--- src/rtl/pgw_pkg.sv ---
package pgw_pkg;
  localparam int VA_W      = 48;
  localparam int PA_W      = 52;
  localparam int ENT_W     = 64;
  localparam int IDX_W     = 9;
  localparam int OFF_W     = 12;
  localparam int N_LVL     = 4;
  localparam int LVL_W     = $clog2(N_LVL);
  localparam int CNT_W     = $clog2(N_LVL + 1);
  localparam int ENT_SHIFT = $clog2(ENT_W / 8);
  localparam int OFF_2M    = OFF_W + IDX_W;
  localparam int OFF_1G    = OFF_W + 2 * IDX_W;
  localparam int BIT_PRES  = 0;
  localparam int BIT_HUGE  = 7;
  localparam int LVL_1G    = N_LVL - 3;
  localparam int LVL_2M    = N_LVL - 2;

  typedef enum logic [1:0] {ST_IDLE, ST_REQ, ST_WAIT} wstate_e;
  typedef enum logic [1:0] {PG_4K = 2'd0, PG_2M = 2'd1, PG_1G = 2'd2} pgsize_e;

  // Base of the next table named by a pointer entry.
  function automatic logic [PA_W-1:0] next_table(input logic [ENT_W-1:0] ent);
    return {ent[PA_W-1:OFF_W], {OFF_W{1'b0}}};
  endfunction

  // Leaf physical address: frame bits above the page offset, offset from VA.
  function automatic logic [PA_W-1:0] leaf_pa(input logic [PA_W-1:OFF_W] frame,
                                               input logic [OFF_1G-1:0] voff,
                                               input pgsize_e sz);
    case (sz)
      PG_1G:   return {frame[PA_W-1:OFF_1G], voff[OFF_1G-1:0]};
      PG_2M:   return {frame[PA_W-1:OFF_2M], voff[OFF_2M-1:0]};
      default: return {frame[PA_W-1:OFF_W], voff[OFF_W-1:0]};
    endcase
  endfunction
endpackage

--- src/rtl/pgw_addr_gen.sv ---
module pgw_addr_gen
  import pgw_pkg::*;
(
  input  logic [PA_W-1:0]       base_i,
  input  logic [VA_W-1:OFF_W]   vpn_i,
  input  logic [LVL_W-1:0]      lvl_i,
  output logic [PA_W-1:0]       addr_o
);
  logic [IDX_W-1:0] idx [N_LVL];

  for (genvar g = 0; g < N_LVL; g++) begin : g_idx
    assign idx[g] = vpn_i[OFF_W + IDX_W*(N_LVL-g) - 1 -: IDX_W];
  end

  assign addr_o = base_i + (PA_W'(idx[lvl_i]) << ENT_SHIFT);
endmodule

--- src/rtl/pgw_entry_dec.sv ---
module pgw_entry_dec
  import pgw_pkg::*;
(
  input  logic [ENT_W-1:0] ent_i,
  input  logic [LVL_W-1:0] lvl_i,
  output logic             present_o,
  output logic             leaf_o,
  output pgsize_e          size_o,
  output logic [PA_W-1:0]  next_base_o
);
  logic huge;
  logic unused_ent;

  assign present_o   = ent_i[BIT_PRES];
  assign huge        = ent_i[BIT_HUGE];
  assign next_base_o = next_table(ent_i);
  assign unused_ent  = ^{ent_i[ENT_W-1:PA_W], ent_i[OFF_W-1:BIT_HUGE+1],
                         ent_i[BIT_HUGE-1:BIT_PRES+1]};

  always_comb begin
    leaf_o = 1'b0;
    size_o = PG_4K;
    if (lvl_i == LVL_W'(N_LVL - 1)) begin
      leaf_o = 1'b1;
    end else if (huge && lvl_i == LVL_W'(LVL_1G)) begin
      leaf_o = 1'b1;
      size_o = PG_1G;
    end else if (huge && lvl_i == LVL_W'(LVL_2M)) begin
      leaf_o = 1'b1;
      size_o = PG_2M;
    end
  end
endmodule

--- src/rtl/pgw_pa_form.sv ---
module pgw_pa_form
  import pgw_pkg::*;
(
  input  logic [PA_W-1:OFF_W] frame_i,
  input  logic [OFF_1G-1:0]   voff_i,
  input  pgsize_e             size_i,
  output logic [PA_W-1:0]     pa_o
);
  assign pa_o = leaf_pa(frame_i, voff_i, size_i);
endmodule

--- src/rtl/pt_walker.sv ---
module pt_walker
  import pgw_pkg::*;
(
  input  logic             clk,
  input  logic             rst_n,
  input  logic             start_i,
  input  logic [VA_W-1:0]  vaddr_i,
  input  logic [PA_W-1:0]  root_i,
  output logic             busy_o,
  output logic             req_valid_o,
  input  logic             req_ready_i,
  output logic [PA_W-1:0]  req_addr_o,
  input  logic             rsp_valid_i,
  input  logic [ENT_W-1:0] rsp_data_i,
  output logic             done_o,
  output logic             fault_o,
  output logic [LVL_W-1:0] fault_level_o,
  output logic [PA_W-1:0]  paddr_o,
  output logic [1:0]       page_size_o,
  output logic [CNT_W-1:0] reads_o
);
  wstate_e          state_q;
  logic [VA_W-1:0]  va_q;
  logic [PA_W-1:0]  base_q;
  logic [LVL_W-1:0] lvl_q;
  logic [CNT_W-1:0] cnt_q;
  logic             done_q, fault_q;
  logic [LVL_W-1:0] flvl_q;
  logic [PA_W-1:0]  pa_q;
  pgsize_e          size_q;

  // Named events for the checker.
  logic req_fire, rsp_take, walk_start;
  logic ent_present, ent_leaf;
  pgsize_e ent_size;
  logic [PA_W-1:0] ent_next, leaf_addr;

  assign walk_start = (state_q == ST_IDLE) && start_i;
  assign req_fire   = req_valid_o && req_ready_i;
  assign rsp_take   = (state_q == ST_WAIT) && rsp_valid_i;

  pgw_addr_gen u_addr (
    .base_i (base_q),
    .vpn_i  (va_q[VA_W-1:OFF_W]),
    .lvl_i  (lvl_q),
    .addr_o (req_addr_o)
  );

  pgw_entry_dec u_dec (
    .ent_i       (rsp_data_i),
    .lvl_i       (lvl_q),
    .present_o   (ent_present),
    .leaf_o      (ent_leaf),
    .size_o      (ent_size),
    .next_base_o (ent_next)
  );

  pgw_pa_form u_pa (
    .frame_i (rsp_data_i[PA_W-1:OFF_W]),
    .voff_i  (va_q[OFF_1G-1:0]),
    .size_i  (ent_size),
    .pa_o    (leaf_addr)
  );

  always_ff @(posedge clk) begin
    if (!rst_n) begin
      state_q <= ST_IDLE;
      va_q    <= '0;
      base_q  <= '0;
      lvl_q   <= '0;
      cnt_q   <= '0;
      done_q  <= 1'b0;
      fault_q <= 1'b0;
      flvl_q  <= '0;
      pa_q    <= '0;
      size_q  <= PG_4K;
    end else begin
      done_q  <= 1'b0;
      fault_q <= 1'b0;
      case (state_q)
        ST_IDLE: begin
          if (walk_start) begin
            va_q    <= vaddr_i;
            base_q  <= root_i;
            lvl_q   <= '0;
            cnt_q   <= '0;
            state_q <= ST_REQ;
          end
        end
        ST_REQ: begin
          if (req_fire) begin
            cnt_q   <= cnt_q + CNT_W'(1);
            state_q <= ST_WAIT;
          end
        end
        ST_WAIT: begin
          if (rsp_take) begin
            if (!ent_present) begin
              done_q  <= 1'b1;
              fault_q <= 1'b1;
              flvl_q  <= lvl_q;
              pa_q    <= '0;
              state_q <= ST_IDLE;
            end else if (ent_leaf) begin
              done_q  <= 1'b1;
              flvl_q  <= '0;
              pa_q    <= leaf_addr;
              size_q  <= ent_size;
              state_q <= ST_IDLE;
            end else begin
              base_q  <= ent_next;
              lvl_q   <= lvl_q + LVL_W'(1);
              state_q <= ST_REQ;
            end
          end
        end
        default: state_q <= ST_IDLE;
      endcase
    end
  end

  assign busy_o        = (state_q != ST_IDLE);
  assign req_valid_o   = (state_q == ST_REQ);
  assign done_o        = done_q;
  assign fault_o       = fault_q;
  assign fault_level_o = flvl_q;
  assign paddr_o       = pa_q;
  assign page_size_o   = size_q;
  assign reads_o       = cnt_q;
endmodule

--- config.mk ---
export PLATFORM = sky130hd
export DESIGN_NAME = pt_walker
export DESIGN_NICKNAME = d
export VERILOG_FILES = /design/src/rtl/pgw_pkg.sv /design/src/rtl/pgw_addr_gen.sv /design/src/rtl/pgw_entry_dec.sv /design/src/rtl/pgw_pa_form.sv /design/src/rtl/pt_walker.sv
export SDC_FILE = /design/constraint.sdc
export NUM_CORES = 1
export LEC_CHECK = 0
export BUFFER_PORTS_ARGS = -buffer_cell sky130_fd_sc_hd__buf_2
export CAP_MARGIN = 20
export CORE_MARGIN = 1.5
export CORE_UTILIZATION = 45
export CTS_BUF_LIST = sky130_fd_sc_hd__clkbuf_8 sky130_fd_sc_hd__clkbuf_16
export CTS_CLUSTER_SIZE = 28
export DETAILED_ROUTE_END_ITERATION = 10
export GPL_TIMING_DRIVEN = 1
export PLACE_DENSITY = 0.84
export SYNTH_ARGS = -nofsm -noshare
export SYNTH_HDL_FRONTEND = slang
export SYNTH_SLANG_ARGS = --single-unit
--- constraint.sdc ---
create_clock -name clk -period 3.4 [get_ports clk]
set_input_delay 0.68 -clock clk [delete_from_list [all_inputs] [get_ports clk]]
set_output_delay 0.68 -clock clk [all_outputs]
set_load 0.1 [all_outputs]
==> impl_results.md, run 1 <==
- Length in cells of the worst reg-to-reg path: 10
- Total number of vias: 8544
- Final setup violation count: 45
- Delay of the slowest cell on the worst path: 380 ps
- FF+latch count, synth: 165
- Portion of synthesized cell area occupied by the leading cell type: 42.7%
- Peak supply drop: 0.000375 V
- Maximum clock frequency: 246 MHz
- Most used routing layer: met2
- Routed vias/inst: 5.83
- IO Count: 284
- Kind of cell adding the most delay to the critical path: buffers and inverters
- Mapped Avg Cell Area: 8.26 sq um
- Final HPWL from detailed placement: 20300 um
- First-pass iteration count of the detailed router: 5
- Launching element type of the critical path: register
- Overall die height: 134 um
- Routed wire length per instance: 20.1 um
- Main flop type after synthesis: sky130_fd_sc_hd__dfxtp_1
- Cell taking the most area after synthesis: sky130_fd_sc_hd__dfxtp_1
- Max-Slew Margin vs Limit: 35.7%
- Sink count of the clock tree: 165
- Power, Total: 5.88 mW
- Largest net degree at the start of global routing: 78
- Global routing met2 resource utilization: 52.5%
- Capture endpoint of the worst hold path: va_q[11]
- Met3 track demand over resource in global routing: 8.01%
- Req. time, crit path: 2720 ps
- Diodes inserted: 0
- Core area: 16700 sq um
- Final clock skew: 12.2 ps
- Synth Cell Area: 7740 sq um
- Cell mode on critical path: sky130_fd_sc_hd__buf_12
- Total grt overflow: 0
- Worst Path Buf+Inv: 5
- Leading cell types by total area after synthesis: sky130_fd_sc_hd__dfxtp_1 (43%), sky130_fd_sc_hd__nand2_1 (9.7%), sky130_fd_sc_hd__a22oi_1 (6.7%)
- Worst-path cell chain: buf_6 -> mux4_2 -> ha_4 -> inv_2 -> fa_2 -> nor2b_4 -> o311ai_4 -> a21boi_4 -> buf_12 -> buf_4 -> nand4_1 -> xnor2_4 -> buf_12
- Number of unique standard cell types used by synthesis: 53
- Number of synthesized flops with an enable pin: 0
- Hold path cells: 2
- Endpoint of the worst register-to-register path: paddr_o[25]
- Post-Route WL: 29500 um
- Violated checks: setup timing
- Initial antenna violation count: 1
- Wire length of the first global-routing pass: 43000 um
- Post-place instance area: 11200 sq um
- DIE AREA: 18000 sq um
- Area Overhead vs Synth: 60.5%
- Synth warn: 0
- Final period util: 119%
- Setup slack of the critical path after layout: -659 ps
- Minimum clock period after layout: 4060 ps
- Worst setup EP type: output pin
- Number of buffer cells added on primary ports: 261
- Most common library cell in the layout ignoring fill and taps: sky130_fd_sc_hd__buf_2
- CTS clk-pin slew, worst paths: 80 ps
- Slew at the pin closest to its max-slew limit: 965 ps
- Setup slack of the worst register-to-register path: 300 ps
- Met1 track demand over resource: 36.9%
- DRT antenna net count: 0
- Origin of the worst min-delay path: va_q[11]
- Depth of the CTS H-tree: 4
- Commonest cells after routing, fill and taps aside: sky130_fd_sc_hd__buf_2 (214), sky130_fd_sc_hd__nand2_1 (188), sky130_fd_sc_hd__dfxtp_1 (163), sky130_fd_sc_hd__nor2_1 (125), sky130_fd_sc_hd__buf_4 (72)
- Ys async rst share: 0%
- Final instance area: 12400 sq um
- Hold-fix buffers at CTS: 0
- Layout cell share with drive strength beyond 1: 41.4%
- Category of the critical setup timing path: register to output pin
- Classification of the worst-slack hold path: register to register
- Maximum fanout encountered on the critical timing path: 8
- Horiz. Die Dim: 134 um
- Standard-cell rows: 47
- Source-to-sink clock delay at the later pin of the worst-skew pair: 450 ps
- Routability cong.: 0.932
- Leakage power: 5.44 nW
- Origin of the critical flop-to-flop path: lvl_q[1]
- Outcome: finished with violations
- Buffer cell driving the clock tree root: sky130_fd_sc_hd__clkbuf_16
- Cell with the largest stage delay on the worst path: sky130_fd_sc_hd__fa_2
- Final hold viol count: 0
- First DRT Iteration DRCs: 762
- Max clock buf depth: 2
- Final Slew Violations: 0
- Pwr Density: 473 nW/um^2
- Number of nets in the final layout: 1417
- Setup repair after global routing missed its margin: true
- Via count of the first global-routing pass: 8081
- Total CTS buffers: 17
- CTS tree: built
- Overall track demand over capacity in global routing: 30.8%
- Cell count after synthesis: 937
- # DRC: 0
- Starting density of the core: 46.4%
- Sequential cell area fraction in the yosys report: 42.7%
- Max Cap Viol: 0
- Endpoint arrival time on the critical path: 3380 ps
- Net count after synthesis: 1122
## Yosys cell counts (2+ instances only)
library cell               number
sky130_fd_sc_hd__nor2b_1        7
sky130_fd_sc_hd__o21a_1         2
sky130_fd_sc_hd__nand2_1      201
sky130_fd_sc_hd__a22o_1        18
sky130_fd_sc_hd__nor4_1         2
sky130_fd_sc_hd__nand3_1       18
sky130_fd_sc_hd__a211oi_1       2
sky130_fd_sc_hd__a21o_1         4
sky130_fd_sc_hd__and3_1         7
sky130_fd_sc_hd__a31oi_1        2
sky130_fd_sc_hd__nor2_1       132
sky130_fd_sc_hd__nand2b_1       2
sky130_fd_sc_hd__xnor2_1       36
sky130_fd_sc_hd__nand4_1       11
sky130_fd_sc_hd__buf_4          4
sky130_fd_sc_hd__dfxtp_1      165
sky130_fd_sc_hd__clkbuf_1      47
sky130_fd_sc_hd__mux4_2         9
sky130_fd_sc_hd__a22oi_1       69
sky130_fd_sc_hd__xor2_1        12
sky130_fd_sc_hd__or2_2          2
sky130_fd_sc_hd__buf_1          8
sky130_fd_sc_hd__ha_1          15
sky130_fd_sc_hd__and2_1         5
sky130_fd_sc_hd__a311oi_1      40
sky130_fd_sc_hd__a21oi_1       56
sky130_fd_sc_hd__nor3_1         8
sky130_fd_sc_hd__and4_1         5
sky130_fd_sc_hd__buf_2         12
sky130_fd_sc_hd__or3_1          2
sky130_fd_sc_hd__inv_1         12
## per-stage QoR
| step | cells | util, % | setup TNS, ps | hold slack, ps | setup slack [ps] |
|---|---|---|---|---|---|
| 3_5_place_dp | 1412 | 67.3 | -5340 | 446 | -453 |
| 3_3_place_gp | 1412 | 67.3 | -3940 | 442 | -385 |
| 5_1_grt | 1465 | 74.4 | -24410 | 468 | -714 |
| 6_report | 1465 | 74.4 | -20990 | 456 | -659 |
| 2_1_floorplan | 937 | - | -4570 | 433 | -299 |
| 4_1_cts | 1445 | 72.3 | -17810 | 456 | -562 |
## timing repair
item | 4_1_cts | 5_1_grt
gates cloned | 0 | 1
setup endpoints to repair | 45 | 45
gates resized for setup | 46 | 32
pin swaps | 3 | 23
setup buffers | 1 | 19
## worst max-delay path by stage
stage	startpoint	slack (ps)	depth (start not counted)	endpoint
2_1_floorplan	lvl_q[0]	-300	10	req_addr_o[37]
3_3_place_gp	lvl_q[0]	-390	11	req_addr_o[39]
6_report	lvl_q[0]	-660	13	req_addr_o[37]
4_1_cts	lvl_q[0]	-560	10	req_addr_o[43]
5_1_grt	lvl_q[0]	-710	13	req_addr_o[37]
3_5_place_dp	lvl_q[0]	-450	11	req_addr_o[39]
## state kept, by name (all words and copies together), names as in the netlist
name / count
page_size_o: 2
base_q: 52
fault_level_o: 2
va_q: 48
fault_o: 1
state_q: 2
done_o: 1
reads_o: 3
paddr_o: 52
lvl_q: 2
## where the power goes
| group | switching, mW | total, mW | internal (mW) |
|---|---|---|---|
| clock | 0.937 | 1.99 | 1.06 |
| combinational | 1.05 | 1.69 | 0.647 |
| sequential | 0.154 | 2.19 | 2.04 |
| total | 2.14 | 5.88 | 3.74 |
## kinds of logic (layout without fill, tap and decap cells)
kind of cell | count (synthesis) | in the layout | synth area share [%]
simple gates | 412 | 412 | 23.1
compound gates | 202 | 202 | 18.8
flops | 165 | 165 | 42.7
buf+inv | 84 | 392 | 4.56
xor+xnor | 48 | 48 | 5.43
fa+ha+maj | 16 | 16 | 2.68
mux | 10 | 10 | 2.75
## tightest hold or removal path, stage by stage, from the launching register on
cell,delay (ps)
sky130_fd_sc_hd__dfxtp_1,310
sky130_fd_sc_hd__nand2_1,50
sky130_fd_sc_hd__a21oi_1,50
## per-layer routing
metal  part of all wire, %  vias to the layer above
met4                   4.5                        2
met1                    37                     4035
met3                   9.2                      118
li1                      -                     3863
met2                    49                      526
met5                 0.034                        -
## layout make-up
| class | count | area, sq um |
|---|---|---|
| Multi-Input combinational cell | 688 | 5410 |
| Fill cell | 1100 | 4270 |
| Sequential cell | 165 | 3310 |
| Timing Repair Buffer | 348 | 2780 |
| Clock buffer | 17 | 425 |
| Tap cell | 220 | 275 |
| Clock inverter | 15 | 181 |
| Inverter | 12 | 47.5 |
(Power assumes the default switching activity.)
==> inputs of run 2 (changes only) <==
--- a/config.mk
+++ b/config.mk
@@ -7,6 +7,7 @@
 export LEC_CHECK = 0
 export BUFFER_PORTS_ARGS = -buffer_cell sky130_fd_sc_hd__buf_2
 export CAP_MARGIN = 20
+export CORE_ASPECT_RATIO = 0.9
 export CORE_MARGIN = 1.5
 export CORE_UTILIZATION = 45
 export CTS_BUF_LIST = sky130_fd_sc_hd__clkbuf_8 sky130_fd_sc_hd__clkbuf_16
==> run 2 against run 1 <==
  * The flow still finishes with violations (setup timing)
  * Register-to-register slack better by 160 ps
  * Sequential cell count unchanged
  * Sequential power about the same
  * Critical endpoint is now req_addr_o[51]
  * Highest routed layer unchanged
==> impl_results.md, run 2 (same netlist as run 1, synthesis figures left out) <==
- Outcome: finished with violations
- Violated checks: setup timing
- Initial antenna violation count: 2 (+1)
- Final HPWL from detailed placement: 19200 um (-5.2%)
- Setup slack of the critical path after layout: -566 ps (+93.6 ps)
- Cell with the largest stage delay on the worst path: sky130_fd_sc_hd__mux4_2
- Leakage power: 5.35 nW (-1.6%)
- Category of the critical setup timing path: register to output pin
- Core area: 16800 sq um (+0.80%)
- Final Slew Violations: 0 (unchanged)
- Max Cap Viol: 0 (unchanged)
- Overall die height: 127 um (-5.0%)
- Final setup violation count: 44 (-2.2%)
- First-pass iteration count of the detailed router: 6 (+1)
- Depth of the CTS H-tree: 4 (unchanged)
- Kind of cell adding the most delay to the critical path: multiplexers
- Maximum clock frequency: 252 MHz (+2.4%)
- Origin of the worst min-delay path: va_q[5]
- DRT antenna net count: 0 (unchanged)
- Area Overhead vs Synth: 59.1%
- Endpoint arrival time on the critical path: 3290 ps (-90 ps)
- Launching element type of the critical path: register
- Final hold viol count: 0 (unchanged)
- Wire length of the first global-routing pass: 42200 um (-1.8%)
- Number of buffer cells added on primary ports: 261 (unchanged)
- Largest net degree at the start of global routing: 62 (-21%)
- FF+latch area: 3310 sq um (about the same)
- Setup repair after global routing missed its margin: true
- Horiz. Die Dim: 141 um (+5.3%)
- Number of filler cells placed in the layout: 1105 (+0.45%)
- # DRC: 0 (unchanged)
- Delay of the slowest cell on the worst path: 580 ps (+200 ps)
- Source-to-sink clock delay at the later pin of the worst-skew pair: 420 ps (-30 ps)
- Hold-fix buffers at CTS: 0 (unchanged)
- First DRT Iteration DRCs: 706 (-7.3%)
- Layout cell share with drive strength beyond 1: 40.5% (-0.90 points)
- Max clock buf depth: 2 (unchanged)
- Buffer cell driving the clock tree root: sky130_fd_sc_hd__clkbuf_16
- Final period util: 117% (-2.8 points)
- Total CTS buffers: 17 (unchanged)
- Commonest cells after routing, fill and taps aside: sky130_fd_sc_hd__buf_2 (215), sky130_fd_sc_hd__nand2_1 (189), sky130_fd_sc_hd__dfxtp_1 (163), sky130_fd_sc_hd__nor2_1 (125), sky130_fd_sc_hd__a22oi_1 (69)
- Via count of the first global-routing pass: 8177 (+1.2%)
- IO Count: 284 (unchanged)
- DIE AREA: 18000 sq um (about the same)
- Starting density of the core: 46.0% (-0.37 points)
- Total number of vias: 8410 (-1.6%)
- Area of the multi-input gates: 5450 sq um (+0.79%)
- Routed wire length per instance: 19.6 um (-2.6%)
- Sink count of the clock tree: 165 (unchanged)
- Pwr Density: 464 nW/um^2 (-1.9%)
- Overall track demand over capacity in global routing: 30.1% (-0.68 points)
- Req. time, crit path: 2720 ps (about the same)
- Most common library cell in the layout ignoring fill and taps: sky130_fd_sc_hd__buf_2
- Cell mode on critical path: sky130_fd_sc_hd__buf_6
- Slew at the pin closest to its max-slew limit: 942 ps (-23.3 ps)
- Standard-cell rows: 45 (-4.3%)
- Maximum fanout encountered on the critical timing path: 7 (-1)
- Worst setup EP type: output pin
- Total grt overflow: 0 (unchanged)
- CTS clk-pin slew, worst paths: 60 ps (-20 ps)
- Worst-path cell chain: buf_6 -> mux4_2 -> ha_4 -> nor2b_4 -> o311ai_4 -> a21boi_4 -> buf_6 -> nand4_1 -> xnor2_4 -> buf_12
- Sum Neg Setup Slack: -19240 ps (+1750 ps)
- Routability cong.: 0.855 (-8.2%)
- Number of nets in the final layout: 1406 (-0.78%)
- Worst Path Buf+Inv: 3 (-2)
- Launching element of the worst setup path: lvl_q[0]
- Minimum clock period after layout: 3970 ps (-93.6 ps)
- Origin of the critical flop-to-flop path: lvl_q[1]
- Max-Slew Margin vs Limit: 37.2% (+1.6 points)
- Worst slack at placement: -204 ps (+248 ps)
- CTS tree: built
- Classification of the worst-slack hold path: register to register
- Final clock skew: 8.74 ps (-3.45 ps)
- Post-Route WL: 28300 um (-3.9%)
- Routed vias/inst: 5.82 (-0.21%)
- Peak supply drop: 0.000419 V (+12%)
[run 2: worst reg2reg max path, stage by stage (launching register included)]
cell and delay, ps:
sky130_fd_sc_hd__dfxtp_2 370, sky130_fd_sc_hd__buf_4 160, sky130_fd_sc_hd__inv_1 50, sky130_fd_sc_hd__ha_1 200, sky130_fd_sc_hd__nor4bb_1 480, sky130_fd_sc_hd__inv_1 90
sky130_fd_sc_hd__ha_1 350, sky130_fd_sc_hd__nor2_1 680, sky130_fd_sc_hd__a22o_1 240, sky130_fd_sc_hd__a22oi_1 90, sky130_fd_sc_hd__nor2_1 160
[run 2: path summary, 6_finish.rpt]
path,to,slack [ps],cells past startpoint
worst max-delay path,req_addr_o[51],-570,10
worst min register to register,va_q[5],450,2
worst max register to register,paddr_o[17],460,10
worst min-delay path,va_q[5],450,2
[run 2: what timing repair did]
| action | CTS | global route |
|---|---|---|
| buffers inserted | 19 | 11 |
| pin swaps | 30 | 21 |
| setup endpoints to repair | 45 | 45 |
| gates resized for setup | 54 | 33 |
[run 2: final cells by class]
cell class / instances / area share (%)
multi-input combinational: 688 / 44.2
antenna: 1 / 0.0203
sequential: 165 / 26.9
clock buffer: 22 / 4.01
inverter: 12 / 0.386
tap: 211 / 2.14
clock inverter: 9 / 0.640
timing repair buffer: 337 / 21.7
[run 2: power by group]
group / total (mW) / internal, mW / switching (mW)
Sequential: 2.19 / 2.04 / 0.151
Clock: 1.86 / 1.09 / 0.766
Combinational: 1.67 / 0.632 / 1.03
Total: 5.72 / 3.77 / 1.95
[run 2: per-stage QoR]
stage	total power, mW	area (sq um)	cells	util (%)	hold slack [ps]
after floorplan	3.26	8750	937	-	433
after global placement	3.80	11100	1385	65.9	441
after detailed placement	3.83	11100	1385	65.9	448
after CTS	5.69	12100	1434	71.8	456
after global routing	5.90	12300	1444	73.2	470
final	5.72	12300	1445	73.2	453
[run 2: routing by layer]
layer | vias to the layer above | global-route usage [%] | wire, um
li1 | 3844 | - | -
met1 | 4045 | 37.3 | 11000
met4 | 2 | 15.0 | 1210
met3 | 83 | 7.05 | 2500
met2 | 436 | 49.3 | 13600
met5 | - | 0 | 13
